`config.mk`:
```
export PLATFORM = sky130hd
export DESIGN_NAME = vid_scan_addr_gen
export DESIGN_NICKNAME = d
export VERILOG_FILES = /design/src/rtl/vsa_pkg.sv /design/src/rtl/vsa_wrap_cnt.sv /design/src/rtl/vsa_addr_map.sv /design/src/rtl/vid_scan_addr_gen.sv
export SDC_FILE = /design/constraint.sdc
export NUM_CORES = 1
export LEC_CHECK = 0
export ABC_CLOCK_PERIOD_IN_PS = 6300
export BUFFER_PORTS_ARGS = -buffer_cell sky130_fd_sc_hd__buf_2
export CAP_MARGIN = 40
export CORE_UTILIZATION = 52
export CTS_CLUSTER_SIZE = 8
export DETAILED_ROUTE_END_ITERATION = 10
export HOLD_SLACK_MARGIN = 0.12
export PLACE_DENSITY = 0.85
export SLEW_MARGIN = 20
export SYNTH_ARGS = -nofsm -noshare
export SYNTH_HDL_FRONTEND = slang
export SYNTH_SLANG_ARGS = --single-unit
export TNS_END_PERCENT = 20
```
`constraint.sdc`:
```
create_clock -name clk -period 6.3 [get_ports clk]
set_clock_uncertainty 0.05 [all_clocks]
set_input_delay 0 -clock clk [delete_from_list [all_inputs] [get_ports clk]]
set_output_delay 0 -clock clk [all_outputs]
set_load 0.1 [all_outputs]
```
`src/rtl/vsa_pkg.sv`:
```
package vsa_pkg;
  typedef enum logic [1:0] {
    PL_Y  = 2'd0,
    PL_CB = 2'd1,
    PL_CR = 2'd2
  } plane_e;
endpackage

```
`src/rtl/vsa_wrap_cnt.sv`:
```
// One level of the nested scan: counts 0..last_i, wraps on increment at last.
module vsa_wrap_cnt #(
  parameter int W = 3
) (
  input  logic         clk,
  input  logic         rst_n,
  input  logic         clr_i,
  input  logic         inc_i,
  input  logic [W-1:0] last_i,
  output logic [W-1:0] cnt_o,
  output logic         at_last_o,
  output logic         wrap_o
);
  assign at_last_o = (cnt_o == last_i);
  assign wrap_o    = inc_i & at_last_o;

  always_ff @(posedge clk) begin
    if (!rst_n)      cnt_o <= '0;
    else if (clr_i)  cnt_o <= '0;
    else if (inc_i)  cnt_o <= at_last_o ? '0 : cnt_o + 1'b1;
  end

  // R4 (index ranges for every level, including block and group)
  cnt_range_chk: assert property (@(posedge clk) disable iff (!rst_n)
    cnt_o <= last_i);
endmodule

```
`src/rtl/vsa_addr_map.sv`:
```
// Maps the scan position to a plane, tile coordinates and a linear address.
module vsa_addr_map
  import vsa_pkg::*;
#(
  parameter int AW      = 24,
  parameter int BLK_DIM = 8,
  parameter int MB_COLS = 11,
  parameter int MB_ROWS = 3,
  parameter int BLK_W   = 3,
  parameter int MBX_W   = 4,
  parameter int MBY_W   = 2,
  parameter int GOB_W   = 4
) (
  input  logic              fmt_full_i,
  input  logic [AW-1:0]     base_y_i,
  input  logic [AW-1:0]     base_cb_i,
  input  logic [AW-1:0]     base_cr_i,
  input  logic [BLK_W-1:0]  col_i,
  input  logic [BLK_W-1:0]  row_i,
  input  logic [2:0]        blk_i,
  input  logic [MBX_W-1:0]  mbx_i,
  input  logic [MBY_W-1:0]  mby_i,
  input  logic [GOB_W-1:0]  gob_i,
  output logic [AW-1:0]     addr_o,
  output logic [1:0]        plane_o
);
  localparam int MB_DIM    = 2 * BLK_DIM;
  localparam int GRP_W     = MB_COLS * MB_DIM;
  localparam int GRP_H     = MB_ROWS * MB_DIM;
  localparam int LINE_FULL = 2 * GRP_W;

  logic [AW-1:0] gx, gy, stride_y, px, py;
  plane_e        plane;

  always_comb begin
    gx       = fmt_full_i ? AW'(gob_i[0]) : '0;
    gy       = fmt_full_i ? AW'(gob_i >> 1) : AW'(gob_i);
    stride_y = fmt_full_i ? AW'(LINE_FULL) : AW'(LINE_FULL / 2);
    if (blk_i < 3'd4) begin
      px     = gx * AW'(GRP_W) + AW'(mbx_i) * AW'(MB_DIM)
             + (blk_i[0] ? AW'(BLK_DIM) : '0) + AW'(col_i);
      py     = gy * AW'(GRP_H) + AW'(mby_i) * AW'(MB_DIM)
             + (blk_i[1] ? AW'(BLK_DIM) : '0) + AW'(row_i);
      plane  = PL_Y;
      addr_o = base_y_i + py * stride_y + px;
    end else begin
      px     = gx * AW'(GRP_W / 2) + AW'(mbx_i) * AW'(BLK_DIM) + AW'(col_i);
      py     = gy * AW'(GRP_H / 2) + AW'(mby_i) * AW'(BLK_DIM) + AW'(row_i);
      plane  = (blk_i == 3'd4) ? PL_CB : PL_CR;
      addr_o = ((blk_i == 3'd4) ? base_cb_i : base_cr_i)
             + py * (stride_y >> 1) + px;
    end
    plane_o = plane;
  end
endmodule

```
`src/rtl/vid_scan_addr_gen.sv`:
```
module vid_scan_addr_gen #(
  parameter int AW      = 24,
  parameter int BLK_DIM = 8,
  parameter int MB_COLS = 11,
  parameter int MB_ROWS = 3
) (
  input  logic                                 clk,
  input  logic                                 rst_n,
  input  logic                                 start_i,
  input  logic                                 fmt_full_i,
  input  logic [AW-1:0]                        base_y_i,
  input  logic [AW-1:0]                        base_cb_i,
  input  logic [AW-1:0]                        base_cr_i,
  input  logic                                 ready_i,
  output logic                                 valid_o,
  output logic [AW-1:0]                        addr_o,
  output logic [1:0]                           plane_o,
  output logic [3:0]                           gob_o,
  output logic [$clog2(MB_COLS*MB_ROWS)-1:0]   mb_o,
  output logic [2:0]                           blk_o,
  output logic                                 eob_o,
  output logic                                 eomb_o,
  output logic                                 eogob_o,
  output logic                                 eof_o
);
  localparam int BLK_W      = (BLK_DIM > 1) ? $clog2(BLK_DIM) : 1;
  localparam int MBX_W      = $clog2(MB_COLS);
  localparam int MBY_W      = (MB_ROWS > 1) ? $clog2(MB_ROWS) : 1;
  localparam int MBI_W      = $clog2(MB_COLS * MB_ROWS);
  localparam int GOB_W      = 4;
  localparam int GOBS_FULL  = 12;
  localparam int GOBS_QTR   = 3;
  localparam int BLKS_PER_MB = 6;

  logic          run_q, fmt_q;
  logic [AW-1:0] base_y_q, base_cb_q, base_cr_q;
  logic          start_ok, xfer;

  logic [BLK_W-1:0] col, row;
  logic [2:0]       blk;
  logic [MBX_W-1:0] mbx;
  logic [MBY_W-1:0] mby;
  logic [GOB_W-1:0] gob, gob_last;
  logic col_last, row_last, blk_last, mbx_last, mby_last, gob_last_hit;
  logic w_col, w_row, w_blk, w_mbx, w_mby, w_gob;

  assign start_ok = start_i & ~run_q;
  assign xfer     = run_q & ready_i;
  assign gob_last = fmt_q ? GOB_W'(GOBS_FULL - 1) : GOB_W'(GOBS_QTR - 1);

  always_ff @(posedge clk) begin
    if (!rst_n) begin
      run_q     <= 1'b0;
      fmt_q     <= 1'b0;
      base_y_q  <= '0;
      base_cb_q <= '0;
      base_cr_q <= '0;
    end else if (start_ok) begin
      run_q     <= 1'b1;
      fmt_q     <= fmt_full_i;
      base_y_q  <= base_y_i;
      base_cb_q <= base_cb_i;
      base_cr_q <= base_cr_i;
    end else if (w_gob) begin
      run_q     <= 1'b0;
    end
  end

  // Nested counters, innermost first: column, row, block, mb column, mb row, group.
  vsa_wrap_cnt #(.W(BLK_W)) u_col (.clk(clk), .rst_n(rst_n), .clr_i(start_ok),
    .inc_i(xfer), .last_i(BLK_W'(BLK_DIM - 1)), .cnt_o(col), .at_last_o(col_last), .wrap_o(w_col));
  vsa_wrap_cnt #(.W(BLK_W)) u_row (.clk(clk), .rst_n(rst_n), .clr_i(start_ok),
    .inc_i(w_col), .last_i(BLK_W'(BLK_DIM - 1)), .cnt_o(row), .at_last_o(row_last), .wrap_o(w_row));
  vsa_wrap_cnt #(.W(3)) u_blk (.clk(clk), .rst_n(rst_n), .clr_i(start_ok),
    .inc_i(w_row), .last_i(3'(BLKS_PER_MB - 1)), .cnt_o(blk), .at_last_o(blk_last), .wrap_o(w_blk));
  vsa_wrap_cnt #(.W(MBX_W)) u_mbx (.clk(clk), .rst_n(rst_n), .clr_i(start_ok),
    .inc_i(w_blk), .last_i(MBX_W'(MB_COLS - 1)), .cnt_o(mbx), .at_last_o(mbx_last), .wrap_o(w_mbx));
  vsa_wrap_cnt #(.W(MBY_W)) u_mby (.clk(clk), .rst_n(rst_n), .clr_i(start_ok),
    .inc_i(w_mbx), .last_i(MBY_W'(MB_ROWS - 1)), .cnt_o(mby), .at_last_o(mby_last), .wrap_o(w_mby));
  vsa_wrap_cnt #(.W(GOB_W)) u_gob (.clk(clk), .rst_n(rst_n), .clr_i(start_ok),
    .inc_i(w_mby), .last_i(gob_last), .cnt_o(gob), .at_last_o(gob_last_hit), .wrap_o(w_gob));

  vsa_addr_map #(
    .AW(AW), .BLK_DIM(BLK_DIM), .MB_COLS(MB_COLS), .MB_ROWS(MB_ROWS),
    .BLK_W(BLK_W), .MBX_W(MBX_W), .MBY_W(MBY_W), .GOB_W(GOB_W)
  ) u_map (
    .fmt_full_i(fmt_q), .base_y_i(base_y_q), .base_cb_i(base_cb_q), .base_cr_i(base_cr_q),
    .col_i(col), .row_i(row), .blk_i(blk), .mbx_i(mbx), .mby_i(mby), .gob_i(gob),
    .addr_o(addr_o), .plane_o(plane_o)
  );

  assign valid_o = run_q;
  assign gob_o   = gob;
  assign blk_o   = blk;
  assign mb_o    = MBI_W'(mby) * MBI_W'(MB_COLS) + MBI_W'(mbx);
  assign eob_o   = run_q & col_last & row_last;
  assign eomb_o  = eob_o & blk_last;
  assign eogob_o = eomb_o & mbx_last & mby_last;
  assign eof_o   = eogob_o & gob_last_hit;


  stall_hold_chk: assert property (@(posedge clk) disable iff (!rst_n)
    valid_o && !ready_i |=> valid_o && $stable(addr_o) && $stable(blk_o)
                            && $stable(mb_o) && $stable(gob_o) && $stable(plane_o));

  frame_end_chk: assert property (@(posedge clk) disable iff (!rst_n)
    valid_o && ready_i && eof_o |=> !valid_o);

  no_gap_chk: assert property (@(posedge clk) disable iff (!rst_n)
    valid_o && ready_i && !eof_o |=> valid_o);

  row_step_chk: assert property (@(posedge clk) disable iff (!rst_n)
    valid_o && ready_i && !col_last |=> addr_o == $past(addr_o) + AW'(1));

  busy_start_chk: assert property (@(posedge clk) disable iff (!rst_n)
    valid_o && start_i |=> $stable(fmt_q) && $stable(base_y_q)
                           && $stable(base_cb_q) && $stable(base_cr_q));
endmodule

```
=== Yosys cells after proc, flatten, opt, wreduce, memory -nomap -nowiden ===
Index checks and enable logic that the tools add are counted.
W data, S select, Z words.

* Add/sub/neg operators: 21
* $mul: 7
* $lt $le $gt $ge: 1
* Equality and inequality tests: 7
* Multiplexer cells: 18
* Bitwise gates (word level): 16
* Reduce and logical (&&, ||, !) cells: 2

{| class="wikitable"
|+ Operator list
! cell !! number
|-
| $add A24 B24 Y24 || 6
|-
| $add A24 B3 Y24 || 4
|-
| $mux W24 || 2
|-
| $add A24 B5 Y24 || 1
|-
| $add A24 B6 Y24 || 1
|-
| $add A24 B7 Y24 || 1
|-
| $add A24 B8 Y24 || 1
|-
| $mul A24 B2 Y20 const B || 1
|-
| $mul A24 B2 Y21 const B || 1
|-
| $mul A24 B23 Y24 || 1
|-
| $mul A24 B24 Y24 || 1
|-
| $mul A24 B4 Y20 const B || 1
|-
| $mul A24 B4 Y21 const B || 1
|-
| $mux W4 || 6
|-
| $and A1 B1 Y1 || 14
|-
| $eq A3 B3 Y1 const B || 4
|-
| $add A3 B1 Y3 const B || 3
|-
| $mux W3 || 3
|-
| $mux W9 || 1
|-
| $add A4 B1 Y4 const B || 2
|-
| $add A6 B4 Y6 || 1
|-
| $mul A2 B4 Y6 const B || 1
|-
| $mux W2 || 3
|-
| $eq A4 B4 Y1 || 1
|-
| other kinds (8) || 11
|}

* Register bits: 93
* Output and inout port bits: 44
* Logic and storage cells: 83

=== Longest topological paths before layout ===
* Depth in word-level cells: 9
* Mapped depth: 27
* Gate-level depth less buffers: 26

=== Modules after synthesis ===
A second synthesis with hierarchy kept.

* Cells, all modules: 1255
* Area, all modules: 10725.3 um^2

{| class="wikitable"
|+ By module, submodules not included
! module !! instances !! cells an instance !! area an instance (um^2)
|-
| vsa_addr_map || 1 || 764 || 6338.6
|-
| vid_scan_addr_gen || 1 || 352 || 3158.0
|-
| vsa_wrap_cnt (u_blk ...) || 3 || 23 || 196.4
|-
| vsa_wrap_cnt (u_gob ...) || 2 || 27 || 255.2
|-
| vsa_wrap_cnt (u_mby) || 1 || 16 || 128.9
|}

=== Worst setup path after synthesis ===
No wires, ideal clock.

* Path kind: register -> output
* Start: register u_gob.cnt_o[2]
* End: output port addr_o[21]
* Arrival time: 8.505 ns
* Slack: -2.255 ns
* Cell stages (with the launch flop): 25
* Buffers on the path: 1
* Path through: dfxtp_1 mux2_2 ha_1 fa_1 clkbuf_1 xnor2_1 nand3b_1 xnor2_1 and2_1 or2_2 ha_1 inv_1 fa_1 fa_1 inv_1 fa_1 ha_1 ha_1 a21o_1 a21o_1 a31oi_1 o21bai_1 a41o_1 nor4b_1 a211oi_1

* Longest elaborated chain between the ends: 9

{| class="wikitable"
|+ RTL lines
! item !! line !! source
|-
| from (decl) || vsa_wrap_cnt.sv:10 || <nowiki>output logic [W-1:0] cnt_o,</nowiki>
|-
| from (signal assigned) || vsa_wrap_cnt.sv:20 || <nowiki>else if (inc_i) cnt_o <= at_last_o ? '0 : cnt_o + 1'b1;</nowiki>
|-
| $mux W4 (*) || vsa_addr_map.sv:37 || <nowiki>gy = fmt_full_i ? AW'(gob_i >> 1) : AW'(gob_i);</nowiki>
|-
| $mul A24 B2 Y20 || vsa_addr_map.sv:42 || <nowiki>py = gy * AW'(GRP_H) + AW'(mby_i) * AW'(MB_DIM)</nowiki>
|-
| $add A24 B6 Y24 || vsa_addr_map.sv:42 ||
|-
| $add A24 B24 Y24 || vsa_addr_map.sv:43 || <nowiki>+ (blk_i[1] ? AW'(BLK_DIM) : '0) + AW'(row_i);</nowiki>
|-
| $add A24 B3 Y24 || vsa_addr_map.sv:43 ||
|-
| $mul A24 B24 Y24 || vsa_addr_map.sv:45 || <nowiki>addr_o = base_y_i + py * stride_y + px;</nowiki>
|-
| $add A24 B24 Y24 (2 in a row) || vsa_addr_map.sv:45 ||
|-
| $mux W24 (*) || vsa_addr_map.sv:39 || <nowiki>if (blk_i < 3'd4) begin</nowiki>
|-
| to (decl) || vid_scan_addr_gen.sv:16 || <nowiki>output logic [AW-1:0] addr_o,</nowiki>
|}

Mark *: on every way between the ends. The rest lies on a longest branch, timed or not.

=== Worst setup path in the final report ===
* Start: register fmt_q
* End: output port addr_o[20]

* Longest elaborated chain between the ends: 9

{| class="wikitable"
|+ RTL lines
! item !! line !! source
|-
| from (decl) || vid_scan_addr_gen.sv:35 || <nowiki>logic run_q, fmt_q;</nowiki>
|-
| from (signal assigned) || vid_scan_addr_gen.sv:60 || <nowiki>fmt_q <= fmt_full_i;</nowiki>
|-
| $mux W4 || vsa_addr_map.sv:37 ||
|-
| $mul A24 B2 Y20 || vsa_addr_map.sv:42 ||
|-
| $add A24 B6 Y24 || vsa_addr_map.sv:42 ||
|-
| $add A24 B24 Y24 || vsa_addr_map.sv:43 ||
|-
| $add A24 B3 Y24 || vsa_addr_map.sv:43 ||
|-
| $mul A24 B24 Y24 || vsa_addr_map.sv:45 ||
|-
| $add A24 B24 Y24 (2 in a row) || vsa_addr_map.sv:45 ||
|-
| $mux W24 (*) || vsa_addr_map.sv:39 ||
|}

Marks and branches as above.

==> metrics list <==
- Slew at the pin closest to its max-slew limit: 804.7 ps
- The clock passes through at most 2 buffers.
- WL/cell: 19.79 um
- In this run the cell area of the synthesized design comes to 9749 um2.
* Area leader, netlist: sky130_fd_sc_hd__dfxtp_1
* Pre-CTS setup slack: -106.5 ps
- Routability congestion estimate: 0.9416
- In this run the power spent charging and discharging nets is 0.5452 mW.
- Startpoint class of the critical path: flip-flop
- The detail route stage leaves a number of antenna-violating nets equal to 0.
- Clk root buf: sky130_fd_sc_hd__clkbuf_16
- Critical path data required time: 6250 ps
- Number of antenna violations at the first check in global routing: 0
- The worst hold path passes through 3 cells.
* Initial cell density of the core: 0.5372
* Number of buffers added by the clock tree synthesis step: 9
* Final-layout worst hold slack: 268.8 ps
* Number of levels in the clock H-tree: 3
- Fill cells in the final layout number 1154.
- Data on the critical path arrives at its endpoint at 6740 ps.
- Pleak: 6.267 nW
- The critical path is of the reg -> out type.
- Post-synth ARST share: 0
- Antenna Cells: 0
* Fraction of final layout cells with drive strength greater than 1: 0.2526
* Detailed-route via count: 9441
- Across every metal layer, demand over resource in global routing totals 0.3024.
- The number of hold-slack violations in the final timing report is 0.
* Sequential share of the synthesized area: 0.1910
* Final-report max-slew violation count: 0
* Vias in the first global route: 9532
* Pre-Repair DR Iteration Count: 9
* Floorplan row count: 49
- Post-placement cell area: 11170 um2
- The worst setup path is captured at a primary output.
- Power, Total: 1.603 mW
* Synthesized instance count: 1135
* I/O pin count: 121
- RR Endpoint: valid_o
- The checks that failed: negative setup slack.
- Mapped Avg Cell Area: 8.590 um2
- Yosys top cell area share: 0.1910
- Largest net degree at the start of global routing: 77
- Status: complete, but fails checks
* Clock network fraction of total power: 0.335
- Switching power as a share of total power: 0.3400
- Cell count of the worst reg-to-reg path: 9
- Start point of the worst min-delay path: rst_n
- Setup violations remaining at the end of the flow were counted as 13.
- Setup repair after global routing missed its margin: true
- Cell variety after synth: 68
* Power share of the combinational group: 0.267
* Number of max-cap violations: 0
- YS warnings: 0
- The floorplan step defined a die boundary enclosing 19300 um2.
- Dividing the final minimum period by the clock period gives 1.078.
- IR analysis of the VDD net gives a maximum drop of 130.5 uV.
- Register-to-register setup slack: 3690 ps
- The floorplan step defined a core boundary enclosing 18150 um2.
- Clock tree from TritonCTS: yes
- Flop pwr share: 0.398
- DPL Wire Length: 19.10 mm
- In this run the worst path has a maximum fanout of 5.
- After the first detailed-routing iteration, the DRC count stood at 1009.
- The net count of the finished layout is 1655.
- After routing, the total negative slack on setup checks comes to -3993 ps.
* Fin cells: 1591
- Wires add up to 31.49 mm.
- The tightest min-delay check is of the in -> reg type.
* Final worst setup slack: -494.5 ps
- Power density normalized to cell area: 124.1 nW/um2
* Hold Path End: base_cb_q[0]
* Area contributors post-synth: sky130_fd_sc_hd__dfxtp_1, sky130_fd_sc_hd__ha_1, sky130_fd_sc_hd__fa_1, sky130_fd_sc_hd__nand2_1, sky130_fd_sc_hd__a21boi_0
- Counting flops with a built-in enable in the synthesized netlist gives 0.
* Internal power: 1.058 mW
- Reg2reg start: u_row.cnt_o[1]
* PortBufs: 120
* Gr ovfl total: 0
* Global-route wire length before repair: 46.53 mm
- Number of remaining DRC errors: 0
- For this run, the top clock speed supported by timing is 0.1472 GHz.
- Core utilization of the finished layout: 0.7119
- Counting tap cells, the placed design contains a total of 1479 instances.
- Synth Flop Type: sky130_fd_sc_hd__dfxtp_1
- The finished cells cover 12920 um2.
- In this run, synthesis produced a sequential element count of 93.
- The floorplan step set the die width to 138.9 um.
* Worst max-slew margin expressed relative to the limit: 0.4636
- Register clock-pin slew on the reported worst setup and hold paths: 80 ps
- Sinks on the clock net: 93
- Vias per cell: 5.934
* Insertion delay of the later-clocked pin in the worst-skew pair: 360 ps
* Tmin final: 6794 ps
- Die height: 138.9 um
- Layout area overhead: 32.51%
placed cells by master (no fill, tap or decap), drive strengths merged, types with 20 or more instances in the layout:
master	instances
a21boi	75
a21oi	55
buf	173
dfxtp	93
dlygate4sd3	79
fa	73
ha	148
inv	131
mux2	25
nand2	187
nand3	20
nor2	48
o21ai	36
xor2	26
power by group through the flow:
stage / Sequential (mW) / Clock (mW) / Combinational (mW)
4_1_cts: 0.635 / 0.541 / 0.401
3_5_place_dp: 0.649 / 0 / 0.351
2_1_floorplan: 0.646 / 0 / 0.240
3_3_place_gp: 0.647 / 0 / 0.344
5_1_grt: 0.641 / 0.557 / 0.454
6_report: 0.638 / 0.537 / 0.428
layout make-up:
| cell class | instances | area [um2] | share of cell area |
|---|---|---|---|
| Multi-Input combinational cell | 871 | 7963 | 0.6164 |
| Timing Repair Buffer | 254 | 2034 | 0.1575 |
| Sequential cell | 93 | 1882 | 0.1457 |
| Inverter | 128 | 480.5 | 0.03719 |
| Tap cell | 229 | 286.5 | 0.02218 |
| Clock buffer | 10 | 229.0 | 0.01772 |
| Clock inverter | 6 | 43.79 | 0.003390 |
Yosys cell counts (all sizes together), types with 3 or more instances:
| cell type | n |
|---|---|
| clkbuf | 34 |
| or4 | 3 |
| xor2 | 26 |
| and2 | 11 |
| a21boi | 75 |
| o31ai | 3 |
| buf | 11 |
| mux2i | 16 |
| xnor2 | 16 |
| o21bai | 10 |
| nor3b | 4 |
| ha | 148 |
| nand2b | 5 |
| nor3 | 7 |
| or2 | 7 |
| a21o | 16 |
| o21ai | 36 |
| dfxtp | 93 |
| fa | 73 |
| mux2 | 25 |
| nand2 | 187 |
| nor2b | 14 |
| nor2 | 48 |
| nand3 | 20 |
| nand3b | 3 |
| nor4 | 3 |
| a31oi | 5 |
| a211oi | 12 |
| a21oi | 55 |
| inv | 127 |
| and3 | 8 |
| o211ai | 6 |
critical path, cell delays in order (launching register included):
cell                       delay, ps
sky130_fd_sc_hd__dfxtp_4         400
sky130_fd_sc_hd__mux2_4          340
sky130_fd_sc_hd__ha_4            280
sky130_fd_sc_hd__inv_1            60
sky130_fd_sc_hd__fa_2            570
sky130_fd_sc_hd__nor2_1           70
sky130_fd_sc_hd__ha_1            330
sky130_fd_sc_hd__fa_1            580
sky130_fd_sc_hd__inv_1            80
sky130_fd_sc_hd__fa_1            550
sky130_fd_sc_hd__inv_1            70
sky130_fd_sc_hd__fa_1            500
sky130_fd_sc_hd__fa_1            460
sky130_fd_sc_hd__ha_4            320
sky130_fd_sc_hd__nand4_4         130
sky130_fd_sc_hd__nor2_4          150
sky130_fd_sc_hd__a211oi_4         90
sky130_fd_sc_hd__or4_4           560
sky130_fd_sc_hd__a21oi_4         230
sky130_fd_sc_hd__o211ai_1        180
sky130_fd_sc_hd__o211ai_2        210
sky130_fd_sc_hd__buf_12          220
sequential cells by signal (all words and copies together) (netlist names), 3 cells and up:
name / flops
u_mbx.cnt_o: 4
u_row.cnt_o: 3
base_cr_q: 24
base_cb_q: 24
u_gob.cnt_o: 4
base_y_q: 24
u_col.cnt_o: 3
u_blk.cnt_o: 3
how the worst max path moves through the flow:
stage | depth (start not counted) | startpoint | endpoint | slack [ps]
finish | 21 | fmt_q | addr_o[20] | -490
global route | 21 | fmt_q | addr_o[20] | -620
CTS | 23 | fmt_q | addr_o[19] | -270
detailed placement | 23 | fmt_q | addr_o[22] | -110
global placement | 23 | fmt_q | addr_o[22] | -40
floorplan | 25 | fmt_q | addr_o[23] | -540
cell families (layout without fill, tap and decap cells):
| group | count (synthesis) | after routing | synth area share |
|---|---|---|---|
| AND/OR/NAND/NOR | 332 | 332 | 0.1555 |
| AO/OA/AOI/OAI | 231 | 231 | 0.1599 |
| adder cells (fa/ha/maj) | 221 | 221 | 0.3398 |
| buffers and inverters | 173 | 398 | 0.06994 |
| flip-flops | 93 | 93 | 0.1910 |
| XOR/XNOR | 42 | 42 | 0.03773 |
| multiplexers | 41 | 41 | 0.04530 |
| other | 2 | 4 | 0.0007703 |
layer usage:
metal	up-vias	GRT usage	share of wire
li1	4233	-	-
met1	4457	0.3409	0.37
met2	559	0.5407	0.49
met3	192	0.04662	0.073
met4	0	0.1789	0.068
met5	-	0	0
what timing repair did:
action	4_1_cts	5_1_grt
gates resized for setup	55	44
pin swaps	60	41
cloned	0	0
buffers inserted	11	6
hold endpoints to repair	79	0
endpoints found under the setup margin	13	15
hold buffers	79	0
Power figures use the tool's default switching activity.
